$ cat config.mk
export PLATFORM = sky130hd
export DESIGN_NAME = pkg_sleep_seq
export DESIGN_NICKNAME = d
export VERILOG_FILES = /design/src/rtl/pss_pkg.sv /design/src/rtl/pss_ladder_decode.sv /design/src/rtl/pss_state_seq.sv /design/src/rtl/pss_wake_ctrl.sv /design/src/rtl/pkg_sleep_seq.sv
export SDC_FILE = /design/constraint.sdc
export NUM_CORES = 1
export LEC_CHECK = 0
export CORE_AREA = 2 2 39 41
export CTS_CLUSTER_DIAMETER = 120
export DETAILED_ROUTE_END_ITERATION = 16
export DIE_AREA = 0 0 41 43
export GPL_TIMING_DRIVEN = 0
export RECOVER_POWER = 50
export SLEW_MARGIN = 25
export SYNTH_ARGS = -nofsm -noshare
export SYNTH_HDL_FRONTEND = slang
export SYNTH_SLANG_ARGS = --single-unit
$ cat constraint.sdc
create_clock -name clk -period 1.6 [get_ports clk]
set_clock_uncertainty 0.1 [all_clocks]
set_input_delay 0.32 -clock clk [delete_from_list [all_inputs] [get_ports clk]]
set_output_delay 0.32 -clock clk [all_outputs]
set_load 0.005 [all_outputs]
$ cat src/rtl/pss_pkg.sv
package pss_pkg;

    localparam int unsigned N_LINES = 4;

    typedef enum logic [2:0] {
        PS_NORMAL  = 3'd0,
        PS_STOPGNT = 3'd1,
        PS_SGSNOOP = 3'd2,
        PS_SLEEP   = 3'd3,
        PS_DEEP    = 3'd4,
        PS_DEEPER  = 3'd5
    } pstate_e;

    localparam int unsigned STATE_W = $bits(pstate_e);

    typedef struct packed {
        logic [N_LINES-1:0] on;
        logic               skip;
    } ladder_t;

    function automatic logic snoop_allowed(input pstate_e s);
        return (s == PS_NORMAL) || (s == PS_STOPGNT);
    endfunction

endpackage

$ cat src/rtl/pss_ladder_decode.sv
module pss_ladder_decode
    import pss_pkg::*;
(
    input  logic [N_LINES-1:0] ctl_n,
    output ladder_t            lad
);

    logic [N_LINES-1:0] bad;

    assign bad[0] = 1'b0;

    genvar i;
    generate
        for (i = 0; i < N_LINES; i++) begin : g_line
            assign lad.on[i] = ~ctl_n[i];
            if (i > 0) begin : g_pair
                // a deeper line is active while its shallower neighbour is not
                assign bad[i] = ~ctl_n[i] & ctl_n[i-1];
            end
        end
    endgenerate

    assign lad.skip = |bad;

endmodule

$ cat src/rtl/pss_state_seq.sv
module pss_state_seq
    import pss_pkg::*;
(
    input  logic               clk,
    input  logic               rst,
    input  logic [N_LINES-1:0] on,
    input  logic               mem_ready,
    input  logic               snoop_req,
    input  logic               snoop_done,
    output pstate_e            state_q
);

    pstate_e state_d;

    always_comb begin
        state_d = state_q;
        unique case (state_q)
            PS_NORMAL: begin
                if (on[0]) state_d = PS_STOPGNT;
            end
            PS_STOPGNT: begin
                if (snoop_req) begin
                    state_d = PS_SGSNOOP;
                end else if (!on[0]) begin
                    if (mem_ready) state_d = PS_NORMAL;
                end else if (on[1]) begin
                    state_d = PS_SLEEP;
                end
            end
            PS_SGSNOOP: begin
                if (snoop_done) state_d = PS_STOPGNT;
            end
            PS_SLEEP: begin
                if (!on[1])     state_d = PS_STOPGNT;
                else if (on[2]) state_d = PS_DEEP;
            end
            PS_DEEP: begin
                if (!on[2])     state_d = PS_SLEEP;
                else if (on[3]) state_d = PS_DEEPER;
            end
            PS_DEEPER: begin
                if (!on[3]) state_d = PS_DEEP;
            end
            default: state_d = PS_NORMAL;
        endcase
    end

    always_ff @(posedge clk) begin
        if (rst) state_q <= PS_NORMAL;
        else     state_q <= state_d;
    end

endmodule

$ cat src/rtl/pss_wake_ctrl.sv
module pss_wake_ctrl
    import pss_pkg::*;
(
    input  logic    clk,
    input  logic    rst,
    input  pstate_e state_q,
    input  logic    snoop_req,
    input  logic    break_evt,
    output logic    wake_req
);

    logic wake_q;

    always_ff @(posedge clk) begin
        if (rst) begin
            wake_q <= 1'b0;
        end else if (state_q == PS_DEEPER && (snoop_req || break_evt)) begin
            wake_q <= 1'b1;
        end else if (state_q == PS_NORMAL) begin
            wake_q <= 1'b0;
        end
    end

    assign wake_req = wake_q && (state_q != PS_NORMAL);

endmodule

$ cat src/rtl/pkg_sleep_seq.sv
module pkg_sleep_seq
    import pss_pkg::*;
(
    input  logic               clk,
    input  logic               rst,
    input  logic [N_LINES-1:0] ctl_n,
    input  logic               mem_ready,
    input  logic               snoop_req,
    input  logic               snoop_done,
    input  logic               break_evt,
    output logic [STATE_W-1:0] state,
    output logic               snoop_ok,
    output logic               wake_req,
    output logic               proto_err
);

    ladder_t lad;
    pstate_e cur;
    logic    perr_q;

    pss_ladder_decode u_dec (
        .ctl_n (ctl_n),
        .lad   (lad)
    );

    pss_state_seq u_seq (
        .clk        (clk),
        .rst        (rst),
        .on         (lad.on),
        .mem_ready  (mem_ready),
        .snoop_req  (snoop_req),
        .snoop_done (snoop_done),
        .state_q    (cur)
    );

    pss_wake_ctrl u_wake (
        .clk       (clk),
        .rst       (rst),
        .state_q   (cur),
        .snoop_req (snoop_req),
        .break_evt (break_evt),
        .wake_req  (wake_req)
    );

    always_ff @(posedge clk) begin
        if (rst) perr_q <= 1'b0;
        else     perr_q <= lad.skip;
    end

    assign state     = cur;
    assign snoop_ok  = snoop_allowed(cur);
    assign proto_err = perr_q;

endmodule

==> results <==
-- cells in the mapped netlist --
cell | number | area, µm²
nor2_1 | 8 | 30.0
a21oi_1 | 6 | 30.0
dfxtp_1 | 5 | 100
nand2b_1 | 4 | 25.0
nor3_1 | 3 | 15.0
o21ai_0 | 3 | 15.0
clkbuf_1 | 2 | 7.51
inv_1 | 2 | 7.51
mux2i_1 | 2 | 20.0
nand2_1 | 2 | 7.51
a2111oi_0 | 1 | 8.76
a211oi_2 | 1 | 12.5
a311o_2 | 1 | 11.3
a31oi_1 | 1 | 6.26
buf_4 | 1 | 7.51
nor3b_1 | 1 | 7.51
o21a_1 | 1 | 7.51
o21bai_1 | 1 | 7.51
o21bai_2 | 1 | 11.3
o31a_1 | 1 | 8.76
or3_1 | 1 | 6.26
or4b_1 | 1 | 10.0
-- logic make-up (layout without fill, tap and decap cells) --
| kind of cell | count (synthesis) | in the layout | share of synthesized area |
|---|---|---|---|
| AND/OR/NAND/NOR | 20 | 20 | 0.279 |
| AO/OA/AOI/OAI | 17 | 17 | 0.328 |
| flip-flops | 5 | 5 | 0.276 |
| buffers and inverters | 5 | 24 | 0.0621 |
| multiplexers | 2 | 2 | 0.0552 |
-- state kept, by name (all words and copies together) (netlist names) --
| signal | flops |
|---|---|
| u_seq.state_q | 3 |
| proto_err | 1 |
| u_wake.wake_q | 1 |
-- how the worst min path moves through the flow --
stage | end | slack, ps | cells after the start
CTS | u_wake.wake_q | 400 | 2
global route | u_wake.wake_q | 440 | 2
global placement | u_wake.wake_q | 380 | 2
floorplan | proto_err | 290 | 1
finish | u_wake.wake_q | 390 | 2
detailed placement | u_wake.wake_q | 390 | 2
-- routing by layer --
layer	track usage	vias to the layer above	routed length, µm
met5	0	-	0
met2	0.188	17	446
li1	-	213	-
met4	0.100	0	28
met3	0.0524	5	99
met1	0.132	182	431
-- worst max-delay path, delay by kind of cell --
family / cells / cell delay (ps)
AO/OA/AOI/OAI: 3 / 590
buffers and inverters: 1 / 470
AND/OR/NAND/NOR: 1 / 370
-- through the flow --
stage	hold WS (ps)	setup TNS, ps	total power (W)	utilization
6_report	394	-142	0.000567	0.430
5_1_grt	440	-255	0.000600	0.430
4_1_cts	397	-224	0.000543	0.418
3_5_place_dp	388	-1740	0.000370	0.385
3_3_place_gp	379	-1730	0.000370	0.385
2_1_floorplan	289	0	0.000277	-
-- area by class of cell --
cell class,count,area share
multi-input cells,39,0.422
clock buffers,4,0.0441
repair buffers,15,0.239
inverters,2,0.0126
well taps,16,0.0336
flip-flops and latches,5,0.179
plain buffers,3,0.0693
-- power by group through the flow --
stage / clock [W] / combinational [W] / sequential [W]
6_report: 0.000148 / 0.000253 / 0.000166
5_1_grt: 0.000157 / 0.000274 / 0.000169
4_1_cts: 0.000150 / 0.000232 / 0.000160
3_5_place_dp: 0 / 0.000213 / 0.000157
3_3_place_gp: 0 / 0.000212 / 0.000158
2_1_floorplan: 0 / 0.000121 / 0.000157
-- timing repair --
action,CTS,global route
gates resized for setup,15,9
endpoints found under the setup margin,5,3
pin swaps,2,2
==> metrics.csv <==
metric;value;unit
DRC viols;0;
ant diodes;0;
fillers;151;
maximum fanout along the worst path;4;
Root Driver;clkbuf_4;
Setup Crit Path Kind;primary input to flop;
CP max-delay cell;clkdlybuf4s50_1;
reg2reg start;u_seq.state_q[2];
Syn Inst Count;49;
sequential share of the synthesized area;0.276;
CTS tree;built;
Max-slew headroom;0.775;
# port buffers;15;
status;finished, violations left;
Syn. warnings;0;
DP Cell Count;80;
CTS H-Tree Depth;1;
Cell Area, Synth;363;µm²
Die Wd;41;µm
Mapped Avg Cell Area;7.41;µm²
share of layout cells above drive strength 1;0.221;
RSZ-0062 raised after global routing;true;
clock buffer count from CTS;3;
Least-Margin Pin Slew;329;ps
routed length per instance;12.0;µm
slowest stage delay, CP;470;ps
CP endpoint kind;flop;
number of global-route vias before repair;361;
crit path from;mem_ready;
Placed Area;533;µm²
Final period util;1.05;
Syn Nets;59;
Placeable Area;0.00138;mm²
first-pass GRT wire length;1440;µm
Worst EP required;1670;ps
CTS clk-pin slew, worst paths;40;ps
synth unique cells;22;
multi-input logic area;251;µm²
worst skew pair latency;250;ps
Static Leak;0.222;nW
Syn-to-layout area delta;64.1;%
Post-CTS Setup Inserts;0;
Clock Path Buffers;2;
number of cell rows;14;
Psw;0.000176;W
switching share of power;0.311;
dpl ws;-569;ps
commonest non-fill, non-tap cell in the layout;clkdlybuf4s50_1;
die height;43;µm
fin area;596;µm²
ANT nets after route;0;
max cap viols;0;
Comb pwr share;0.446;
flop2flop setup slack;-60;ps
starting density of the core;0.262;
CP startpoint kind;primary input;
Clock Sinks;5;
Seq cells post-synth;5;
Congestion Overflow GR;0;
Fmax;596;MHz
hold buffers post-CTS;0;
initial drt markers;4;
DR pass1 iterations;4;
WP data arrival;1750;ps
vias after detailed routing;417;
Peak VDD IR;409;µV
Clock power frac;0.262;
pwr dens;953;mW/mm²
FF/Latch Area;106;µm²
post-route insts no fill;84;
num ports;16;
dpl hpwl;689;µm
nets@finish;79;
final slew viol count;0;
largest net degree at the start of global routing;11;
R2R Path End;u_seq.state_q[0];
worst min path class;flop to flop;
cells on worst reg2reg path;5;
post-route minimum period;1680;ps
initial antenna violation count;0;
min-delay src;u_wake.wake_q;
Fin. Hold Viols;0;
failing checks;negative setup slack;
Worst Setup EP;u_seq.state_q[1];
GPL Wtd Cong;0.743;
# setup viols final;2;
sequential power share;0.293;
GRT Util Overall;0.127;
DRT Wirelength;1010;µm
final worst slack;-79.0;ps
vias per cell;4.96;
internal cell power;0.000391;W
die area;0.00176;mm²
critical path cell sequence;clkdlybuf4s50_1, a211oi_2, a311o_2, or3_1, a21oi_1;
most frequent cells in the layout;clkdlybuf4s50_1, nor2_1, a21oi_1;
Power figures use the tool's default switching activity.
